===== src/rtl/rtd_ctrl_pkg.sv =====
package rtd_ctrl_pkg;

  typedef enum logic [1:0] {
    SQ_IDLE = 2'd0,
    SQ_RUN  = 2'd1,
    SQ_WAIT = 2'd2
  } seq_state_t;

  // configuration bit positions (decoded by the serial-side register file)
  localparam int CB_BIAS    = 7;
  localparam int CB_AUTO    = 6;
  localparam int CB_ONESHOT = 5;
  localparam int CB_3WIRE   = 4;
  localparam int CB_FCYC_HI = 3;
  localparam int CB_FCYC_LO = 2;
  localparam int CB_CLEAR   = 1;
  localparam int CB_FILT50  = 0;

  // status bit positions
  localparam int SB_HIGH = 7;
  localparam int SB_LOW  = 6;
  localparam int SB_VOLT = 2;

  localparam logic [7:0] STATUS_CLR_MASK = 8'hFC;

endpackage


===== src/rtl/rtd_cfg_reg.sv =====
module rtd_cfg_reg
  import rtd_ctrl_pkg::*;
#(
  parameter int CODE_W = 15
) (
  input  logic              clk,
  input  logic              rst_n,
  input  logic              cfg_we,
  input  logic [7:0]        cfg_wdata,
  input  logic              thr_we,
  input  logic              thr_sel,
  input  logic [CODE_W:0]   thr_wdata,
  input  logic              cs_rise,
  input  logic              fcyc_done,
  output logic [7:0]        cfg_q,
  output logic              auto_en,
  output logic              filt50,
  output logic              os_fire,
  output logic              clr_pulse,
  output logic [CODE_W-1:0] hi_lim,
  output logic [CODE_W-1:0] lo_lim
);
  localparam int RES_W = CODE_W + 1;

  logic             bias_q, auto_q, os_q, wire3_q, filt_q;
  logic [1:0]       fcyc_q;
  logic [RES_W-1:0] hi_q, lo_q;
  logic             combo;

  // one-shot together with a fault-cycle request: both dropped
  assign combo = cfg_wdata[CB_ONESHOT] &
                 (cfg_wdata[CB_FCYC_HI] | cfg_wdata[CB_FCYC_LO]);

  always_ff @(posedge clk or negedge rst_n) begin
    if (!rst_n) begin
      bias_q  <= 1'b0;
      auto_q  <= 1'b0;
      os_q    <= 1'b0;
      wire3_q <= 1'b0;
      filt_q  <= 1'b0;
      fcyc_q  <= 2'b00;
    end else begin
      if (cs_rise)   os_q   <= 1'b0;
      if (fcyc_done) fcyc_q <= 2'b00;
      if (cfg_we) begin
        bias_q  <= cfg_wdata[CB_BIAS];
        auto_q  <= cfg_wdata[CB_AUTO];
        wire3_q <= cfg_wdata[CB_3WIRE];
        filt_q  <= cfg_wdata[CB_FILT50];
        if (!combo) begin
          os_q   <= cfg_wdata[CB_ONESHOT] & ~cfg_wdata[CB_AUTO];
          fcyc_q <= cfg_wdata[CB_FCYC_HI:CB_FCYC_LO];
        end
      end
    end
  end

  always_ff @(posedge clk or negedge rst_n) begin
    if (!rst_n) begin
      hi_q <= '1;
      lo_q <= '0;
    end else if (thr_we) begin
      if (thr_sel) hi_q <= thr_wdata;
      else         lo_q <= thr_wdata;
    end
  end

  assign cfg_q     = {bias_q, auto_q, os_q, wire3_q, fcyc_q, 1'b0, filt_q};
  assign auto_en   = auto_q;
  assign filt50    = filt_q;
  assign os_fire   = cs_rise & os_q;
  assign clr_pulse = cfg_we & cfg_wdata[CB_CLEAR] & ~cfg_wdata[CB_ONESHOT] &
                     ~cfg_wdata[CB_FCYC_HI] & ~cfg_wdata[CB_FCYC_LO];
  assign hi_lim    = hi_q[RES_W-1:1];
  assign lo_lim    = lo_q[RES_W-1:1];

  // combined one-shot / fault-cycle write changes neither field
  a_r4_combo_ignored: assert property (@(posedge clk) disable iff (!rst_n)
    (cfg_we && cfg_wdata[CB_ONESHOT] && (cfg_wdata[CB_FCYC_HI] || cfg_wdata[CB_FCYC_LO]))
    |=> (cfg_q[CB_ONESHOT] == $past(cfg_q[CB_ONESHOT])) &&
        (cfg_q[CB_FCYC_HI:CB_FCYC_LO] == $past(cfg_q[CB_FCYC_HI:CB_FCYC_LO])));

  // transaction end consumes the one-shot request
  a_r3_oneshot_consumed: assert property (@(posedge clk) disable iff (!rst_n)
    (cs_rise && !cfg_we) |=> !cfg_q[CB_ONESHOT]);

  // sequencer completion returns the fault-cycle field to idle
  a_r13_fcyc_done: assert property (@(posedge clk) disable iff (!rst_n)
    (fcyc_done && !cfg_we) |=> (cfg_q[CB_FCYC_HI:CB_FCYC_LO] == 2'b00));

endmodule


===== src/rtl/rtd_conv_seq.sv =====
module rtd_conv_seq
  import rtd_ctrl_pkg::*;
#(
  parameter int T_SGL60  = 52,
  parameter int T_SGL50  = 63,
  parameter int T_CONT60 = 17,
  parameter int T_CONT50 = 20
) (
  input  logic clk,
  input  logic rst_n,
  input  logic tick,
  input  logic auto_en,
  input  logic filt50,
  input  logic os_fire,
  input  logic adc_valid,
  output logic adc_ready,
  output logic accept
);
  localparam int TMAX_S = (T_SGL60 > T_SGL50) ? T_SGL60 : T_SGL50;
  localparam int TMAX_C = (T_CONT60 > T_CONT50) ? T_CONT60 : T_CONT50;
  localparam int TMAX   = (TMAX_S > TMAX_C) ? TMAX_S : TMAX_C;
  localparam int CNT_W  = $clog2(TMAX + 1);

  seq_state_t       state_q;
  logic [CNT_W-1:0] cnt_q;
  logic             launch_q;

  function automatic logic [CNT_W-1:0] load_val(input logic first, input logic f50);
    int t;
    if (first) t = f50 ? T_SGL50 : T_SGL60;
    else       t = f50 ? T_CONT50 : T_CONT60;
    return CNT_W'(t - 1);
  endfunction

  always_ff @(posedge clk or negedge rst_n) begin
    if (!rst_n) begin
      state_q  <= SQ_IDLE;
      cnt_q    <= '0;
      launch_q <= 1'b0;
    end else begin
      case (state_q)
        SQ_IDLE: begin
          if (auto_en || launch_q) begin
            state_q  <= SQ_RUN;
            cnt_q    <= load_val(1'b1, filt50);
            launch_q <= 1'b0;
          end
        end
        SQ_RUN: begin
          if (tick) begin
            if (cnt_q == '0) state_q <= SQ_WAIT;
            else             cnt_q   <= cnt_q - 1'b1;
          end
        end
        SQ_WAIT: begin
          if (adc_valid) begin
            if (auto_en) begin
              state_q <= SQ_RUN;
              cnt_q   <= load_val(1'b0, filt50);
            end else if (launch_q) begin
              state_q  <= SQ_RUN;
              cnt_q    <= load_val(1'b1, filt50);
              launch_q <= 1'b0;
            end else begin
              state_q <= SQ_IDLE;
            end
          end
        end
        default: state_q <= SQ_IDLE;
      endcase
      if (os_fire) launch_q <= 1'b1;
    end
  end

  assign adc_ready = (state_q == SQ_WAIT);
  assign accept    = adc_ready & adc_valid;

  // readiness drops right after a handshake
  a_r12_accept_drops_ready: assert property (@(posedge clk) disable iff (!rst_n)
    accept |=> !adc_ready);

  // readiness only ever follows a timer tick
  a_r2_ready_after_tick: assert property (@(posedge clk) disable iff (!rst_n)
    $rose(adc_ready) |-> $past(tick));

  // without a request or continuous mode the sequencer stays idle
  a_r3_idle_holds: assert property (@(posedge clk) disable iff (!rst_n)
    (state_q == SQ_IDLE && !auto_en && !launch_q) |=> !adc_ready);

endmodule


===== src/rtl/rtd_result_fault.sv =====
module rtd_result_fault
  import rtd_ctrl_pkg::*;
#(
  parameter int CODE_W = 15
) (
  input  logic              clk,
  input  logic              rst_n,
  input  logic              accept,
  input  logic [CODE_W-1:0] adc_code,
  input  logic              ovuv,
  input  logic              clr,
  input  logic              rd,
  input  logic [CODE_W-1:0] hi_lim,
  input  logic [CODE_W-1:0] lo_lim,
  output logic [CODE_W-1:0] code_q,
  output logic [7:0]        status,
  output logic              drdy_n
);
  logic       store, hi_hit, lo_hit;
  logic [7:0] set_vec;
  logic [7:0] status_q;

  assign store   = accept & ~ovuv;
  assign hi_hit  = store & (adc_code >= hi_lim);
  assign lo_hit  = store & (adc_code <= lo_lim);
  assign set_vec = {hi_hit, lo_hit, 3'b000, ovuv, 2'b00};

  always_ff @(posedge clk or negedge rst_n) begin
    if (!rst_n)     code_q <= '0;
    else if (store) code_q <= adc_code;
  end

  for (genvar b = 0; b < 8; b++) begin : g_flag
    always_ff @(posedge clk or negedge rst_n) begin
      if (!rst_n) status_q[b] <= 1'b0;
      else        status_q[b] <= (status_q[b] & ~(clr & STATUS_CLR_MASK[b])) | set_vec[b];
    end
  end

  always_ff @(posedge clk or negedge rst_n) begin
    if (!rst_n)     drdy_n <= 1'b1;
    else if (store) drdy_n <= 1'b0;
    else if (rd)    drdy_n <= 1'b1;
  end

  assign status = status_q;

  // voltage flag latches one cycle after the input
  a_r9_volt_latch: assert property (@(posedge clk) disable iff (!rst_n)
    ovuv |=> status[SB_VOLT]);

  // codes offered during a voltage fault are discarded
  a_r9_freeze: assert property (@(posedge clk) disable iff (!rst_n)
    (accept && ovuv) |=> $stable(code_q));

  // a stored code at or above the high limit raises the high flag
  a_r7_high_flag: assert property (@(posedge clk) disable iff (!rst_n)
    (store && adc_code >= hi_lim) |=> status[SB_HIGH]);

  // a stored code at or below the low limit raises the low flag
  a_r8_low_flag: assert property (@(posedge clk) disable iff (!rst_n)
    (store && adc_code <= lo_lim) |=> status[SB_LOW]);

  // a clear with nothing setting empties the status word
  a_r10_clear: assert property (@(posedge clk) disable iff (!rst_n)
    (clr && !ovuv && !accept) |=> (status == 8'h00));

  // store announces, read releases
  a_r11_store_flags: assert property (@(posedge clk) disable iff (!rst_n)
    store |=> !drdy_n);
  a_r11_read_release: assert property (@(posedge clk) disable iff (!rst_n)
    (rd && !store) |=> drdy_n);

endmodule


===== src/rtl/rtd_conv_ctrl.sv =====
module rtd_conv_ctrl
  import rtd_ctrl_pkg::*;
#(
  parameter int CODE_W   = 15,
  parameter int T_SGL60  = 52,
  parameter int T_SGL50  = 63,
  parameter int T_CONT60 = 17,
  parameter int T_CONT50 = 20
) (
  input  logic              clk,
  input  logic              rst_n,
  input  logic              tick,
  input  logic              cfg_we,
  input  logic [7:0]        cfg_wdata,
  input  logic              thr_we,
  input  logic              thr_sel,
  input  logic [CODE_W:0]   thr_wdata,
  input  logic              cs_rise,
  input  logic              fcyc_done,
  input  logic              rd_result,
  input  logic              ovuv_fault,
  input  logic              adc_valid,
  input  logic [CODE_W-1:0] adc_code,
  output logic              adc_ready,
  output logic [7:0]        cfg_q,
  output logic [CODE_W:0]   result,
  output logic [7:0]        fault_status,
  output logic              drdy_n
);
  logic              auto_en, filt50, os_fire, clr_pulse, accept;
  logic [CODE_W-1:0] hi_lim, lo_lim, code_q;

  rtd_cfg_reg #(.CODE_W(CODE_W)) i_cfg (
    .clk       (clk),
    .rst_n     (rst_n),
    .cfg_we    (cfg_we),
    .cfg_wdata (cfg_wdata),
    .thr_we    (thr_we),
    .thr_sel   (thr_sel),
    .thr_wdata (thr_wdata),
    .cs_rise   (cs_rise),
    .fcyc_done (fcyc_done),
    .cfg_q     (cfg_q),
    .auto_en   (auto_en),
    .filt50    (filt50),
    .os_fire   (os_fire),
    .clr_pulse (clr_pulse),
    .hi_lim    (hi_lim),
    .lo_lim    (lo_lim)
  );

  rtd_conv_seq #(
    .T_SGL60  (T_SGL60),
    .T_SGL50  (T_SGL50),
    .T_CONT60 (T_CONT60),
    .T_CONT50 (T_CONT50)
  ) i_seq (
    .clk       (clk),
    .rst_n     (rst_n),
    .tick      (tick),
    .auto_en   (auto_en),
    .filt50    (filt50),
    .os_fire   (os_fire),
    .adc_valid (adc_valid),
    .adc_ready (adc_ready),
    .accept    (accept)
  );

  rtd_result_fault #(.CODE_W(CODE_W)) i_res (
    .clk      (clk),
    .rst_n    (rst_n),
    .accept   (accept),
    .adc_code (adc_code),
    .ovuv     (ovuv_fault),
    .clr      (clr_pulse),
    .rd       (rd_result),
    .hi_lim   (hi_lim),
    .lo_lim   (lo_lim),
    .code_q   (code_q),
    .status   (fault_status),
    .drdy_n   (drdy_n)
  );

  assign result = {code_q, |fault_status};

  // summary bit tracks the status word across a cycle boundary
  a_r6_summary: assert property (@(posedge clk) disable iff (!rst_n)
    $rose(fault_status[SB_VOLT]) |-> result[0]);

endmodule


===== config.mk =====
export PLATFORM = sky130hd
export DESIGN_NAME = rtd_conv_ctrl
export DESIGN_NICKNAME = d
export VERILOG_FILES = /design/src/rtl/rtd_ctrl_pkg.sv /design/src/rtl/rtd_cfg_reg.sv /design/src/rtl/rtd_conv_seq.sv /design/src/rtl/rtd_result_fault.sv /design/src/rtl/rtd_conv_ctrl.sv
export SDC_FILE = /design/constraint.sdc
export NUM_CORES = 1
export LEC_CHECK = 0
export BUFFER_PORTS_ARGS = -buffer_cell sky130_fd_sc_hd__buf_4
export CORE_AREA = 2 2 121 88
export DETAILED_ROUTE_END_ITERATION = 7
export DIE_AREA = 0 0 123 90
export GPL_TIMING_DRIVEN = 0
export SLEW_MARGIN = 15
export SYNTH_ARGS = -nofsm -noshare
export SYNTH_HDL_FRONTEND = slang
export SYNTH_HIERARCHICAL = 1
export SYNTH_SLANG_ARGS = --single-unit
export TNS_END_PERCENT = 30

===== constraint.sdc =====
create_clock -name clk -period 2.35 [get_ports clk]
set_input_delay 0.1175 -clock clk [delete_from_list [all_inputs] [get_ports clk]]
set_output_delay 0.1175 -clock clk [all_outputs]
set_load 0.02 [all_outputs]

==> run metrics <==
die height around 90 um; Post-Syn Instances ~370; nets between 500 and 600; reg2reg end i_seq/cnt_q[3]; Final Critical Period between 2 and 2.5 ns; Clk Latency, worst-skew pair around 0.33 ns; I/O pin count between 80 and 90; RSZ-0062 raised after global routing no; Seq/Total Area, Yosys 44.63%; clock transition at the registers of the reported paths around 0.060 ns; Mapped Area slightly below 4000 um2; number of synthesized flops with an enable pin 0; status complete, no violations; total track usage around 18%; NetSw roughly 1300 uW; commonest non-fill, non-tap cell in the layout buf_4; CTS tree done; Async SR Flop Fraction between 90% and 100%; first-pass GRT wire length around 15000 um; GR Overflow Total 0; max cap viols 0; IO Port Bufs between 70 and 80; diode count 0; TritonCTS buffer count 9; CTS Sinks 68; Tightest Pin Transition between 0.8 and 0.9 ns; final setup fails 0; FF/Latch Area around 1700 um2; top_reg_cell synth dfrtp_1; Final Core Density roughly half; Internal approximately 3000 uW; crit path DAT about 2.3 ns; drt pass-1 iters 4; Via density 4.856; CP Data Required Time 2.57 ns; hold crit path type input pin to flip-flop; nature of the critical path endpoint flip-flop; Sw Ratio 31.00%; Slew Limit Fails 0; reg2reg start i_seq/state_q[0]; maximum vdd ir drop 0.4080 mV; area grow syn2layout 29.06%; max_slew headroom between 40% and 50%; Core Box Area 10010 um2; Lkg Pwr about 0.0025 uW; worst reg-to-reg path cell count 7; setup_tns 0 ns; drc violations 0; H-Tree Depth 3; yosys warns 6; DRT antenna net count 0; hold-fix buffers at CTS 4; via count around 3000; r2r setup slk between 0.2 and 0.3 ns; CTS Buffer Depth 2; Yosys reg bits slightly below 70; worst hold endpoint i_res/drdy_n; largest net degree at the start of global routing a little under 70; HP Start rd_result; post-synthesis area per instance ~10 um2; Fin Hold WS about 0.011 ns; Yosys cell types 52; Crit Path Class flip-flop to flip-flop; fillers between 900 and 1000; Initial Util a little under 40%; CTS resizes 0; Core Rows 31; Clock Skews roughly 0.0040 ns; antenna violations before repair 0; Comb power frac between 20 and 30%; period utilization between 80% and 90%; Clock Tree Root clkbuf_16; Hold Fails Final Rpt 0; PwrDens around 870 nW/um2; hold depth 3; worst-path fanout max 9; DP HPWL 7083 um; die area roughly 11000 um2; drt initial violations approximately 140; Setup Buffers After CTS 0; Clock Power Share about a third; Die Wd roughly 120 um; Multi-input gate area between 1500 and 2000 um2; share of layout cells above drive strength 1 roughly 37%; vias in the first global route a little over 3000; WL final about 9200 um; most frequent cells in the layout buf_4, nand2_1, dfrtp_1; crit path from i_seq/state_q[0]; fmax slightly below 500 MHz; Startpoint Class flip-flop; Reg power frac between 30 and 40%; GPL Wtd Cong around 0.85; wire per inst 15.20 um
## worst max-delay path, stage by stage (launching register included)
cell and delay [ns]:
dfrtp_1 0.38, inv_1 0.09, ha_1 0.23, buf_6 0.14, nor2b_4 0.13, a2111oi_4 0.57, o211ai_1 0.17, a32o_1 0.24
## power by group through the flow
| stage | clock (uW) | combinational (uW) | sequential, uW |
|---|---|---|---|
| global route | 1560 | 1440 | 1590 |
| detailed placement | 0 | 1280 | 1590 |
| global placement | 0 | 1240 | 1580 |
| finish | 1460 | 1290 | 1570 |
| floorplan | 0 | 788 | 1630 |
| CTS | 1500 | 1290 | 1570 |
## how the worst max path moves through the flow
stage | endpoint | slack [ns] | cells after the start
after floorplan | i_seq/cnt_q[3] | 0.40 | 7
after global placement | i_seq/cnt_q[3] | 0.33 | 7
after detailed placement | i_seq/cnt_q[3] | 0.30 | 7
after CTS | i_seq/cnt_q[3] | 0.29 | 7
after global routing | i_seq/cnt_q[3] | 0.14 | 7
final | i_seq/cnt_q[3] | 0.28 | 7
## Yosys cell counts, drive strengths merged, types with 6 or more instances
master | count | share of area (%)
a21oi | 13 | 1.7
buf | 17 | 3.4
dfrtp | 52 | 34
dfstp | 16 | 11
ha | 37 | 12
inv | 44 | 4.3
mux2 | 34 | 9.9
nand2 | 56 | 5.4
nand3 | 9 | 1.2
nand4 | 6 | 1.1
nor2 | 9 | 1.1
nor2b | 8 | 1.5
o21ai | 13 | 1.7
## metrics by stage
stage          setup WS [ns]  cell area [um2]  cells  power, uW
3_3_place_gp          0.3323             4612    584       2817
5_1_grt               0.1394             4979    604       4594
6_report              0.2814             4979    604       4312
4_1_cts               0.2919             4979    604       4357
3_5_place_dp          0.3021             4612    584       2864
2_1_floorplan         0.3998             3861    374       2419
## sequential cells by signal, summed over array words and instances, names as in the netlist
register,flops
i_cfg/lo_q,15
i_res/status,6
i_cfg/filt50,1
i_seq/state_q,2
i_cfg/auto_en,1
i_seq/cnt_q,6
i_seq/launch_q,1
i_cfg/fcyc_q,2
i_cfg/hi_q,15
i_cfg/bias_q,1
i_cfg/wire3_q,1
i_res/drdy_n,1
i_cfg/os_q,1
i_res/code_q,15
## layout make-up
type	instances	share of cell area (%)
clock inverters	6	1.759
multi-input cells	245	36.99
clock buffers	10	4.800
inverters	44	3.317
flip-flops and latches	68	34.58
plain buffers	17	2.664
well taps	132	3.317
repair buffers	82	12.57
## layer usage
metal | routed length [um] | GRT usage, % | share of wire (%)
met1 | 4663 | 26.06 | 51
met2 | 3919 | 25.09 | 43
met3 | 379 | 4.505 | 4.1
met4 | 215 | 6.723 | 2.3
met5 | 0 | 0 | 0
## cells by family (layout without fill, tap and decap cells)
logic type	count (synthesis)	after routing	share of synthesized area (%)
AO/OA/AOI/OAI	61	61	11.09
adder cells (fa/ha/maj)	37	37	12.00
buffers and inverters	61	159	7.720
flip-flops	68	68	44.63
multiplexers	34	34	9.925
other	2	3	0.1947
AND/OR/NAND/NOR	110	110	14.43
No activity file was read; power rests on OpenSTA's default activity.
